$ cat src/rtl/dpot_pkg.sv
package dpot_pkg;

    localparam int BYTE_W   = 8;
    localparam int DEV_AW   = 7;
    localparam int BIT_CW   = 4;

    localparam logic [BYTE_W-1:0] REG_WIPER  = 8'h00;
    localparam logic [BYTE_W-1:0] REG_CTRL   = 8'h10;
    localparam logic [BYTE_W-1:0] WIPER_MID  = 8'h80;
    localparam int                CTRL_RUN_BIT = 6;

    typedef enum logic [3:0] {
        ST_IDLE,
        ST_ADDR,
        ST_ADDR_ACK,
        ST_REG,
        ST_REG_ACK,
        ST_WDATA,
        ST_WDATA_ACK,
        ST_RDATA,
        ST_RDATA_ACK,
        ST_SKIP
    } bus_state_e;

    typedef struct packed {
        bus_state_e         st;
        logic [BIT_CW-1:0]  cnt;
        logic [BYTE_W-1:0]  sh;
        logic [BYTE_W-1:0]  ptr;
        logic               rw;
        logic               sel;
        logic               sda_oe;
        logic               wr_en;
        logic [BYTE_W-1:0]  wr_data;
    } fsm_t;

    typedef struct packed {
        logic [BYTE_W-1:0]  wiper;
        logic               run;
    } regs_t;

endpackage

$ cat src/rtl/dpot_bus_filter.sv
module dpot_bus_filter #(
    parameter int STAGES = 2
) (
    input  logic clk,
    input  logic rst_n,
    input  logic scl_i,
    input  logic sda_i,
    output logic scl_s,
    output logic sda_s,
    output logic scl_rise,
    output logic scl_fall,
    output logic start_det,
    output logic stop_det
);
    localparam int LINES = 2;

    logic [LINES-1:0]             raw;
    logic [LINES-1:0][STAGES-1:0] pipe_d, pipe_q;
    logic                         scl_p_d, scl_p_q, sda_p_d, sda_p_q;

    assign raw = {sda_i, scl_i};

    for (genvar g = 0; g < LINES; g++) begin : g_line
        assign pipe_d[g] = {pipe_q[g][STAGES-2:0], raw[g]};
    end

    always_comb begin
        scl_s   = pipe_q[0][STAGES-1];
        sda_s   = pipe_q[1][STAGES-1];
        scl_p_d = scl_s;
        sda_p_d = sda_s;
        scl_rise  = scl_s & ~scl_p_q;
        scl_fall  = ~scl_s & scl_p_q;
        start_det = scl_s & scl_p_q & sda_p_q & ~sda_s;
        stop_det  = scl_s & scl_p_q & ~sda_p_q & sda_s;
    end

    always_ff @(posedge clk or negedge rst_n) begin
        if (!rst_n) begin
            pipe_q  <= '1;
            scl_p_q <= 1'b1;
            sda_p_q <= 1'b1;
        end else begin
            pipe_q  <= pipe_d;
            scl_p_q <= scl_p_d;
            sda_p_q <= sda_p_d;
        end
    end

endmodule

$ cat src/rtl/dpot_regfile.sv
module dpot_regfile
    import dpot_pkg::*;
(
    input  logic              clk,
    input  logic              rst_n,
    input  logic              wr_en,
    input  logic [BYTE_W-1:0] wr_addr,
    input  logic [BYTE_W-1:0] wr_data,
    input  logic [BYTE_W-1:0] rd_addr,
    output logic [BYTE_W-1:0] rd_data,
    input  logic              brownout,
    output logic [BYTE_W-1:0] wiper,
    output logic              run
);
    regs_t r_d, r_q;

    always_comb begin
        r_d = r_q;
        if (wr_en) begin
            if (wr_addr == REG_WIPER) r_d.wiper = wr_data;
            if (wr_addr == REG_CTRL)  r_d.run   = wr_data[CTRL_RUN_BIT];
        end
        if (brownout && !r_q.run) r_d.wiper = WIPER_MID;

        rd_data = '0;
        if (rd_addr == REG_WIPER) rd_data = r_q.wiper;
        if (rd_addr == REG_CTRL)  rd_data[CTRL_RUN_BIT] = r_q.run;

        wiper = r_q.wiper;
        run   = r_q.run;
    end

    always_ff @(posedge clk or negedge rst_n) begin
        if (!rst_n) begin
            r_q.wiper <= WIPER_MID;
            r_q.run   <= 1'b1;
        end else begin
            r_q <= r_d;
        end
    end

endmodule

$ cat src/rtl/dpot_bus_fsm.sv
module dpot_bus_fsm
    import dpot_pkg::*;
#(
    parameter int                        STRAP_W = 2,
    parameter logic [DEV_AW-STRAP_W-1:0] ADDR_HI = '0
) (
    input  logic               clk,
    input  logic               rst_n,
    input  logic [STRAP_W-1:0] strap,
    input  logic               sda_s,
    input  logic               scl_rise,
    input  logic               scl_fall,
    input  logic               start_det,
    input  logic               stop_det,
    input  logic [BYTE_W-1:0]  rd_data,
    output logic               sda_oe,
    output logic               wr_en,
    output logic [BYTE_W-1:0]  wr_data,
    output logic [BYTE_W-1:0]  ptr,
    output logic               sel
);
    localparam logic [BIT_CW-1:0] BITS_PER_BYTE = BIT_CW'(BYTE_W);

    fsm_t q, n;
    logic [DEV_AW-1:0] my_addr;

    assign my_addr = {ADDR_HI, strap};

    always_comb begin
        n       = q;
        n.wr_en = 1'b0;
        if (start_det) begin
            n.st     = ST_ADDR;
            n.cnt    = '0;
            n.sda_oe = 1'b0;
            n.sel    = 1'b0;
        end else if (stop_det) begin
            n.st     = ST_IDLE;
            n.sda_oe = 1'b0;
            n.sel    = 1'b0;
        end else begin
            case (q.st)
                ST_ADDR, ST_REG, ST_WDATA: begin
                    if (scl_rise && q.cnt < BITS_PER_BYTE) begin
                        n.sh  = {q.sh[BYTE_W-2:0], sda_s};
                        n.cnt = q.cnt + 1'b1;
                    end else if (scl_fall && q.cnt == BITS_PER_BYTE) begin
                        n.cnt = '0;
                        if (q.st == ST_ADDR) begin
                            if (q.sh[BYTE_W-1:1] == my_addr) begin
                                n.st     = ST_ADDR_ACK;
                                n.sda_oe = 1'b1;
                                n.sel    = 1'b1;
                                n.rw     = q.sh[0];
                            end else begin
                                n.st = ST_SKIP;
                            end
                        end else if (q.st == ST_REG) begin
                            n.st     = ST_REG_ACK;
                            n.sda_oe = 1'b1;
                            n.ptr    = q.sh;
                        end else begin
                            n.st      = ST_WDATA_ACK;
                            n.sda_oe  = 1'b1;
                            n.wr_en   = 1'b1;
                            n.wr_data = q.sh;
                        end
                    end
                end
                ST_ADDR_ACK: begin
                    if (scl_fall) begin
                        n.cnt = '0;
                        if (q.rw) begin
                            n.st     = ST_RDATA;
                            n.sh     = rd_data;
                            n.sda_oe = ~rd_data[BYTE_W-1];
                        end else begin
                            n.st     = ST_REG;
                            n.sda_oe = 1'b0;
                        end
                    end
                end
                ST_REG_ACK, ST_WDATA_ACK: begin
                    if (scl_fall) begin
                        n.st     = ST_WDATA;
                        n.cnt    = '0;
                        n.sda_oe = 1'b0;
                    end
                end
                ST_RDATA: begin
                    if (scl_rise && q.cnt < BITS_PER_BYTE) begin
                        n.cnt = q.cnt + 1'b1;
                    end else if (scl_fall) begin
                        if (q.cnt == BITS_PER_BYTE) begin
                            n.st     = ST_RDATA_ACK;
                            n.sda_oe = 1'b0;
                        end else begin
                            n.sh     = {q.sh[BYTE_W-2:0], 1'b0};
                            n.sda_oe = ~q.sh[BYTE_W-2];
                        end
                    end
                end
                ST_RDATA_ACK: begin
                    if (scl_fall) n.st = ST_SKIP;
                end
                default: begin
                    n.sda_oe = 1'b0;
                end
            endcase
        end
    end

    always_ff @(posedge clk or negedge rst_n) begin
        if (!rst_n) begin
            q.st      <= ST_IDLE;
            q.cnt     <= '0;
            q.sh      <= '0;
            q.ptr     <= '0;
            q.rw      <= 1'b0;
            q.sel     <= 1'b0;
            q.sda_oe  <= 1'b0;
            q.wr_en   <= 1'b0;
            q.wr_data <= '0;
        end else begin
            q <= n;
        end
    end

    assign sda_oe  = q.sda_oe;
    assign wr_en   = q.wr_en;
    assign wr_data = q.wr_data;
    assign ptr     = q.ptr;
    assign sel     = q.sel;

endmodule

$ cat src/rtl/dpot_i2c_regs.sv
module dpot_i2c_regs
    import dpot_pkg::*;
#(
    parameter int                        SYNC_STAGES = 2,
    parameter int                        STRAP_W     = 2,
    parameter logic [DEV_AW-STRAP_W-1:0] ADDR_HI     = 5'b01011
) (
    input  logic               clk,
    input  logic               rst_n,
    input  logic               scl_i,
    input  logic               sda_i,
    output logic               sda_oe_o,
    input  logic [STRAP_W-1:0] strap_i,
    input  logic               brownout_i,
    output logic [BYTE_W-1:0]  wiper_o,
    output logic               shutdown_o
);
    logic              scl_s, sda_s, scl_rise, scl_fall, start_det, stop_det;
    logic              reg_wr_en, bus_sel, run;
    logic [BYTE_W-1:0] reg_wr_data, reg_ptr, reg_rd_data;

    dpot_bus_filter #(.STAGES(SYNC_STAGES)) u_filter (
        .clk       (clk),
        .rst_n     (rst_n),
        .scl_i     (scl_i),
        .sda_i     (sda_i),
        .scl_s     (scl_s),
        .sda_s     (sda_s),
        .scl_rise  (scl_rise),
        .scl_fall  (scl_fall),
        .start_det (start_det),
        .stop_det  (stop_det)
    );

    dpot_bus_fsm #(.STRAP_W(STRAP_W), .ADDR_HI(ADDR_HI)) u_fsm (
        .clk       (clk),
        .rst_n     (rst_n),
        .strap     (strap_i),
        .sda_s     (sda_s),
        .scl_rise  (scl_rise),
        .scl_fall  (scl_fall),
        .start_det (start_det),
        .stop_det  (stop_det),
        .rd_data   (reg_rd_data),
        .sda_oe    (sda_oe_o),
        .wr_en     (reg_wr_en),
        .wr_data   (reg_wr_data),
        .ptr       (reg_ptr),
        .sel       (bus_sel)
    );

    dpot_regfile u_regs (
        .clk      (clk),
        .rst_n    (rst_n),
        .wr_en    (reg_wr_en),
        .wr_addr  (reg_ptr),
        .wr_data  (reg_wr_data),
        .rd_addr  (reg_ptr),
        .rd_data  (reg_rd_data),
        .brownout (brownout_i),
        .wiper    (wiper_o),
        .run      (run)
    );

    assign shutdown_o = ~run;

endmodule

$ cat config.mk
export PLATFORM = sky130hd
export DESIGN_NAME = dpot_i2c_regs
export DESIGN_NICKNAME = d
export VERILOG_FILES = /design/src/rtl/dpot_pkg.sv /design/src/rtl/dpot_bus_filter.sv /design/src/rtl/dpot_regfile.sv /design/src/rtl/dpot_bus_fsm.sv /design/src/rtl/dpot_i2c_regs.sv
export SDC_FILE = /design/constraint.sdc
export NUM_CORES = 1
export LEC_CHECK = 0
export BUFFER_PORTS_ARGS = -buffer_cell sky130_fd_sc_hd__clkbuf_2
export CAP_MARGIN = 40
export CORE_MARGIN = 3
export CORE_UTILIZATION = 35
export DETAILED_ROUTE_END_ITERATION = 6
export PLACE_DENSITY = 0.5
export SYNTH_ARGS = -nofsm -noshare
export SYNTH_HDL_FRONTEND = slang
export SYNTH_SLANG_ARGS = --single-unit
export TNS_END_PERCENT = 5
$ cat constraint.sdc
create_clock -name clk -period 2.2 [get_ports clk]
set_clock_uncertainty 0.05 [all_clocks]
set_input_delay 0.11 -clock clk [delete_from_list [all_inputs] [get_ports clk]]
set_output_delay 0.11 -clock clk [all_outputs]
set_load 0.02 [all_outputs]
==> reports/metrics.csv, run 1 <==
stage;metric;value;unit
cts;Post-CTS Setup Inserts;0;
critical_path;R2R setup slack;0.11;ns
drt;Vias/cell;5.23;
floorplanning;# IOs;17;
drt;WL met3;231;um
yosys;Synth Flop Type;dfrtp_1;
drt;number of detailed-routing iterations run before antenna repair;4;
place;GPL Wtd Cong;0.809;
global_routing;grt ovf;0;
timing;setup TNS;0;ns
power_and_ir_drop;maximum VDD drop;0.422;mV
global_routing;All-Layer GR Usage;15.0;%
timing;achievable frequency;477;MHz
critical_path;critical path peak fanout;5;
critical_path;crit path to;u_fsm.q[35]$_DFFE_PN0P_;
yosys;most common cell in the netlist;dfrtp_1;
yosys;YS warnings;0;
floorplanning;Total Die Area;0.00833;mm^2
yosys;top cells by area, synth;dfrtp_1 (41%), mux2_2 (12%), dfstp_2 (8.3%);
global_routing;initial antenna violation count;0;
timing;Slew Viols, Final;0;
power_and_ir_drop;total power;0.00300;W
layout;share of cells above drive strength 1;36.7;%
timing;Final Worst Setup Slack;0.105;ns
floorplanning;Initial Util;36.9;%
critical_path;Worst Reg-to-Reg Cells;5;
yosys;Mapped Cells;218;
cts;CTS H-tree depth;2;
timing;Least-Margin Pin Slew;0.776;ns
timing;period utilization;95.2;%
power_and_ir_drop;Lkg Pwr;1.38;nW
floorplanning;Die Wd;91.3;um
yosys;Synth area leader;dfrtp_1;
cts;Reg clk slew, reported paths;0.10;ns
drt;Starting DRT DRC Count;108;
yosys;Mapped Area;0.00255;mm^2
drt;DR DRC count;0;
yosys;Mapped Nets;227;
layout;Layout Nets;267;
job;max-cap violation count;0;
global_routing;pin count of the biggest net entering global routing;51;
drt;via count;1857;
critical_path;Worst R2R End;u_fsm.q[35]$_DFFE_PN0P_;
drt;wire per inst;16.7;um
yosys;top-area cell type share of the netlist area;41.3;%
timing;final hold vios;0;
critical_path;CP Data Required Time;2.35;ns
critical_path;crit end category;flip-flop;
floorplanning;Site Rows;30;
cts;CTS Sinks;50;
drt;post-route ant nets;0;
yosys;Post-Synthesis Mean Instance Area;11.7;um^2
global_routing;first-pass GRT wire length;9.91;mm
yosys;Post-synth EDFFs;0;
yosys;Commonest cells post-synth;dfrtp_1 (42), mux2_2 (28), a22o_1 (14);
hold_path;Worst Hold Class;reg2reg;
critical_path;Crit path largest cell delay;0.58;ns
timing;# setup viols final;0;
yosys;Yosys cell types;54;
global_routing;vias in the first global route;1875;
place;Placement Setup Slack;0.0417;ns
yosys;Post-synth ARST share;100;%
layout;area grow syn2layout;18.7;%
drt;met1 WL;3.12;mm
critical_path;worst path cell trace;xor2_1, nand3_1, a32o_1, nor2_1, mux2_2;
yosys;FF+latch count, synth;50;
cts;total CTS buffers;5;
run_status;status;complete, no violations;
cts;Skew-Pair Late Insertion Delay;0.30;ns
floorplanning;die height;91.3;um
critical_path;CP Class;reg2reg;
critical_path;slowest library cell on the worst path;dfstp_2;
place;Post-DP HPWL;4.16;mm
power_and_ir_drop;Power Dens Cells;992;mW/mm^2
drt;max layer used;met4;
place;IO buf count;16;
critical_path;Worst Setup SP;u_filter.sda_s$_DFF_PN1_;
yosys;sequential area share after synthesis;49.5;%
critical_path;startpoint class of the critical path;flip-flop;
critical_path;FF-to-FF Start;u_filter.sda_s$_DFF_PN1_;
place;placed cells;344;
layout;final cell count without fillers;355;
timing;Final Critical Period;2.09;ns
cts;clock root buffer;clkbuf_8;
floorplanning;Core Area;0.00691;mm^2
cts;clk buf depth;2;
critical_path;crit path DAT;2.24;ns
drt;DRT Wirelength;5.92;mm
drt;WL met2;2.54;mm
timing;RSZ-0062 raised after global routing;no;
cts;CTS tree;built;
layout;Ant. Diodes;0;
timing;Slew HR;48.3;%
==> how the worst min path moves through the flow <==
stage,startpoint,cells past startpoint,slack (ns),endpoint
final,u_filter.pipe_d[3]$_DFF_PN1_,0,0.31,u_filter.sda_s$_DFF_PN1_
after detailed placement,sda_i,1,0.15,u_filter.pipe_d[3]$_DFF_PN1_
after floorplan,rst_n,0,-0.24,u_fsm.ptr[0]$_DFFE_PN0P_
after CTS,u_filter.pipe_d[3]$_DFF_PN1_,0,0.31,u_filter.sda_s$_DFF_PN1_
after global placement,sda_i,1,0.15,u_filter.pipe_d[3]$_DFF_PN1_
after global routing,u_filter.pipe_d[1]$_DFF_PN1_,0,0.31,u_filter.scl_s$_DFF_PN1_
==> sequential cells by signal, summed over array words and instances, names as in the netlist <==
register,flops
u_fsm.q,17
u_fsm.ptr,8
u_fsm.wr_data,8
u_regs.wiper,8
u_filter.pipe_d,2
u_filter.scl_p_q,1
u_filter.scl_s,1
u_filter.sda_p_q,1
u_filter.sda_s,1
u_fsm.sda_oe,1
u_fsm.wr_en,1
u_regs.run,1
==> final cells by class <==
class | instances | area [um^2]
Sequential cell | 50 | 1260
Fill cell | 683 | 3880
Inverter | 8 | 30.0
Multi-Input combinational cell | 154 | 1240
Clock buffer | 7 | 86.3
Clock inverter | 1 | 8.76
Timing Repair Buffer | 39 | 273
Tap cell | 96 | 120
==> report_power, final <==
group | internal, W | total, W | leakage, nW | switching (W)
registers | 0.00106 | 0.00121 | 0.653 | 0.000155
clock network | 0.000261 | 0.000583 | 0.0489 | 0.000322
logic | 0.000589 | 0.00120 | 0.680 | 0.000614
total | 0.00191 | 0.00300 | 1.38 | 0.00109
==> layout by cell type (no fill, tap or decap), types with 2 or more instances in the layout <==
cell | synthesis | final
a21o_1 | 2 | 2
a21oi_1 | 10 | 10
a22o_1 | 14 | 14
a32oi_1 | 2 | 2
and2_1 | 3 | 3
buf_4 | 0 | 19
clkbuf_2 | 0 | 16
clkbuf_8 | 0 | 6
dfrtp_1 | 42 | 42
dfstp_2 | 8 | 8
dlygate4sd3_1 | 0 | 3
ha_1 | 2 | 2
inv_1 | 8 | 8
mux2_2 | 28 | 28
mux2i_1 | 2 | 2
nand2_1 | 6 | 6
nand3_1 | 7 | 7
nand3b_1 | 3 | 3
nand4b_1 | 2 | 2
nor2_1 | 8 | 8
nor2b_1 | 5 | 5
nor3_1 | 5 | 3
nor3_2 | 0 | 2
nor3b_1 | 2 | 2
nor4_1 | 2 | 2
o21ai_0 | 9 | 9
o21bai_1 | 2 | 2
o22ai_1 | 2 | 2
o2bb2ai_1 | 3 | 3
o31ai_1 | 3 | 3
or2_2 | 2 | 2
or4_4 | 2 | 2
xor2_1 | 3 | 3
==> per-layer routing <==
metal	GRT usage (%)	vias up
met2	21.2	37
met3	3.31	2
met1	23.0	921
li1	-	897
met4	4.02	0
met5	0	-
==> stage by stage <==
| step | hold slack [ns] | cell area (um^2) | utilization, % |
|---|---|---|---|
| after global routing | 0.314 | 3020 | 43.8 |
| after global placement | 0.147 | 2880 | 41.7 |
| after CTS | 0.311 | 3010 | 43.6 |
| after floorplan | -0.236 | 2550 | - |
| final | 0.309 | 3020 | 43.8 |
| after detailed placement | 0.150 | 2880 | 41.7 |
==> critical path: cells and delay by family, from the launching register on <==
family,cells,cell delay (ns)
AO/OA/AOI/OAI,1,0.36
XOR/XNOR,1,0.21
flip-flops,1,0.58
multiplexers,1,0.37
AND/OR/NAND/NOR,2,0.43
==> logic make-up after synthesis <==
logic type / count (synthesis) / share of synthesized area, %
AO/OA/AOI/OAI: 57 / 16.7
XOR/XNOR: 4 / 1.38
adder cells (fa/ha/maj): 2 / 0.983
buffers and inverters: 14 / 2.21
flip-flops: 50 / 49.5
multiplexers: 30 / 13.2
AND/OR/NAND/NOR: 61 / 16.1
==> repair_timing <==
item / 4_1_cts / 5_1_grt
endpoints found under the hold margin: 44 / 0
gates resized for setup: 0 / 4
hold buffers: 3 / 0
setup endpoints to repair: 0 / 8
Note: power is estimated with default switching activity, not from simulation.
==> inputs of run 2 (changes only) <==
Settings changed: PLACE_DENSITY 0.5 to 0.48.
Clock period 2.2 ns to 2.25 ns, I/O delays scaled along.
==> run 2 against run 1 <==
Effect of this change:
- critical path depth rose by 3
- via count increased by 1.3%
- register-to-register slack barely moved
- worst hold slack better by 0.0017 ns
- worst setup slack better by 0.0021 ns
- power shrank 2.6%
- combinational power shrank 3%
- clock-buffer cell count is 2 lower
- non-clock buffer count unchanged
- clock power is 1% lower
- final cell count did not move
- die area unchanged
==> reports/metrics.csv, run 2 (same netlist as run 1, synthesis figures left out) <==
stage;metric;value;unit
hold_path;worst hold start;u_filter.pipe_d[1]$_DFF_PN1_;
drt;DR DRC count;0;
critical_path;FF-to-FF Start;u_fsm.q[28]$_DFFE_PN0P_;
layout;largest register by flop count;u_fsm.q;
layout;commonest non-fill, non-tap cell in the layout;dfrtp_1;
job;max-cap violation count;0;
layout;share of cells above drive strength 1;35.5;%
timing;achievable frequency;467;MHz
critical_path;slowest library cell on the worst path;dfrtp_1;
power_and_ir_drop;Pint;0.00183;W
run_status;status;complete, no violations;
layout;Ant. Diodes;0;
cts;clk buf depth;2;
power_and_ir_drop;Lkg Pwr;1.38;nW
power_and_ir_drop;Sw Ratio;37.3;%
hold_path;Hold Path Depth;0;
drt;Starting DRT DRC Count;135;
floorplanning;Core Area;0.00691;mm^2
floorplanning;Total Die Area;0.00833;mm^2
power_and_ir_drop;total power;0.00292;W
global_routing;vias in the first global route;1801;
place;Post-DP HPWL;4.21;mm
global_routing;grt ovf;0;
hold_path;Worst Hold Class;reg2reg;
hold_path;Worst Hold Path EP;u_filter.scl_s$_DFF_PN1_;
global_routing;pin count of the biggest net entering global routing;51;
critical_path;R2R setup slack;0.11;ns
critical_path;Buf/Inv on CP;2;
timing;Final Critical Period;2.14;ns
critical_path;startpoint class of the critical path;flip-flop;
timing;Slew Viols, Final;0;
critical_path;CP top delay family;simple AND/OR/NAND/NOR gates;
timing;Least-Margin Pin Slew;0.748;ns
power_and_ir_drop;Seq pwr share;40.6;%
floorplanning;Initial Util;36.9;%
layout;Layout Nets;267;
place;GPL Wtd Cong;0.895;
drt;number of detailed-routing iterations run before antenna repair;4;
floorplanning;die height;91.3;um
layout;most frequent cells in the layout;dfrtp_1 (42), mux2_2 (28), buf_4 (19), clkbuf_2 (16), a22o_1 (14);
drt;max layer used;met4;
power_and_ir_drop;Combinational Power Share;39.6;%
floorplanning;Site Rows;30;
critical_path;crit path DAT;2.29;ns
timing;# setup viols final;0;
global_routing;initial antenna violation count;0;
timing;setup TNS;0;ns
layout;max reg flops;17;
layout;area grow syn2layout;18.2;%
cts;Post-CTS Setup Inserts;0;
critical_path;Worst Reg-to-Reg Cells;8;
cts;CTS H-tree depth;2;
global_routing;first-pass GRT wire length;9.76;mm
critical_path;Crit path largest cell delay;0.40;ns
layout;Multi-input gate area;0.00123;mm^2
layout;storage element area;0.00126;mm^2
critical_path;Worst R2R End;u_fsm.q[20]$_DFFE_PN0P_;
critical_path;critical path peak fanout;8;
drt;DRT Wirelength;5.89;mm
drt;wire per inst;16.6;um
critical_path;CP Class;reg2reg;
timing;period utilization;95.2;%
cts;CTS Sinks;50;
floorplanning;Die Wd;91.3;um
drt;post-route ant nets;0;
drt;met1 WL;3.07;mm
power_and_ir_drop;Psw;0.00109;W
timing;RSZ-0062 raised after global routing;no;
floorplanning;# IOs;17;
critical_path;crit end category;flip-flop;
power_and_ir_drop;Power Dens Cells;970;mW/mm^2
drt;via count;1881;
timing;Slew HR;50.1;%
place;IO buf count;16;
critical_path;worst path cell trace;inv_1, ha_1, and3b_1, nor3_1, o21ai_1, a221oi_4, buf_12, mux2_2;
power_and_ir_drop;clock share of power;19.7;%
timing;final hold vios;0;
cts;CTS tree;built;
layout;fillers;687;
drt;WL met3;226;um
drt;Vias/cell;5.30;
critical_path;CP Data Required Time;2.39;ns
global_routing;All-Layer GR Usage;14.7;%
power_and_ir_drop;maximum VDD drop;0.351;mV
cts;total CTS buffers;5;
cts;Reg clk slew, reported paths;0.10;ns
layout;utilization after layout;43.6;%
cts;Skew-Pair Late Insertion Delay;0.31;ns
cts;clock root buffer;clkbuf_8;
drt;WL met2;2.57;mm
run 2: area by class of cell:
class / instances / share of cell area (%)
multi-input cells: 154 / 40.8
well taps: 96 / 3.99
flip-flops and latches: 50 / 41.9
repair buffers: 39 / 9.06
inverters: 8 / 0.998
clock inverters: 3 / 0.956
clock buffers: 5 / 2.29
run 2: power by group through the flow:
stage	registers, W	logic (W)	clock network (W)
floorplan	0.00117	0.000784	0
global placement	0.00120	0.00116	0
detailed placement	0.00120	0.00115	0
CTS	0.00119	0.00116	0.000601
global route	0.00121	0.00128	0.000622
finish	0.00119	0.00116	0.000576
run 2: through the flow:
| stage | instance area [um^2] | instances | hold slack, ns | setup slack [ns] |
|---|---|---|---|---|
| after global placement | 2880 | 344 | 0.150 | 0.141 |
| after floorplan | 2550 | 218 | -0.233 | 0.216 |
| after detailed placement | 2880 | 344 | 0.151 | 0.114 |
| after CTS | 3010 | 355 | 0.312 | 0.101 |
| after global routing | 3010 | 355 | 0.315 | 0.0103 |
| final | 3010 | 355 | 0.311 | 0.107 |
run 2: worst max-delay path by stage:
| stage | from | end | slack (ns) | cells past startpoint |
|---|---|---|---|---|
| after global placement | u_fsm.q[28]$_DFFE_PN0P_ | u_fsm.q[24]$_DFFE_PN0P_ | 0.14 | 8 |
| after floorplan | u_fsm.q[28]$_DFFE_PN0P_ | u_fsm.q[20]$_DFFE_PN0P_ | 0.22 | 7 |
| after global routing | u_fsm.q[28]$_DFFE_PN0P_ | u_fsm.q[20]$_DFFE_PN0P_ | 0.01 | 8 |
| after detailed placement | u_fsm.q[28]$_DFFE_PN0P_ | u_fsm.q[23]$_DFFE_PN0P_ | 0.11 | 8 |
| after CTS | u_fsm.q[28]$_DFFE_PN0P_ | u_fsm.q[20]$_DFFE_PN0P_ | 0.10 | 8 |
| final | u_fsm.q[28]$_DFFE_PN0P_ | u_fsm.q[20]$_DFFE_PN0P_ | 0.11 | 8 |
run 2: metal layers:
metal / GRT usage, % / vias to the layer above
met3: 2.82 / 2
met2: 21.1 / 44
met1: 22.6 / 931
li1: - / 904
met4: 3.39 / 0
met5: 0 / -
run 2: worst reg2reg max path, delay by kind of cell (launching register included):
| family | cells | cell delay [ns] |
|---|---|---|
| compound gates | 2 | 0.40 |
| fa+ha+maj | 1 | 0.21 |
| buf+inv | 2 | 0.23 |
| flops | 1 | 0.40 |
| mux | 1 | 0.33 |
| simple gates | 2 | 0.42 |
run 2: repair_timing:
| item | in CTS | in global routing |
|---|---|---|
| endpoints found under the hold margin | 44 | 0 |
| setup endpoints to repair | 0 | 4 |
| gates resized for setup | 0 | 0 |
| hold buffers | 3 | 0 |
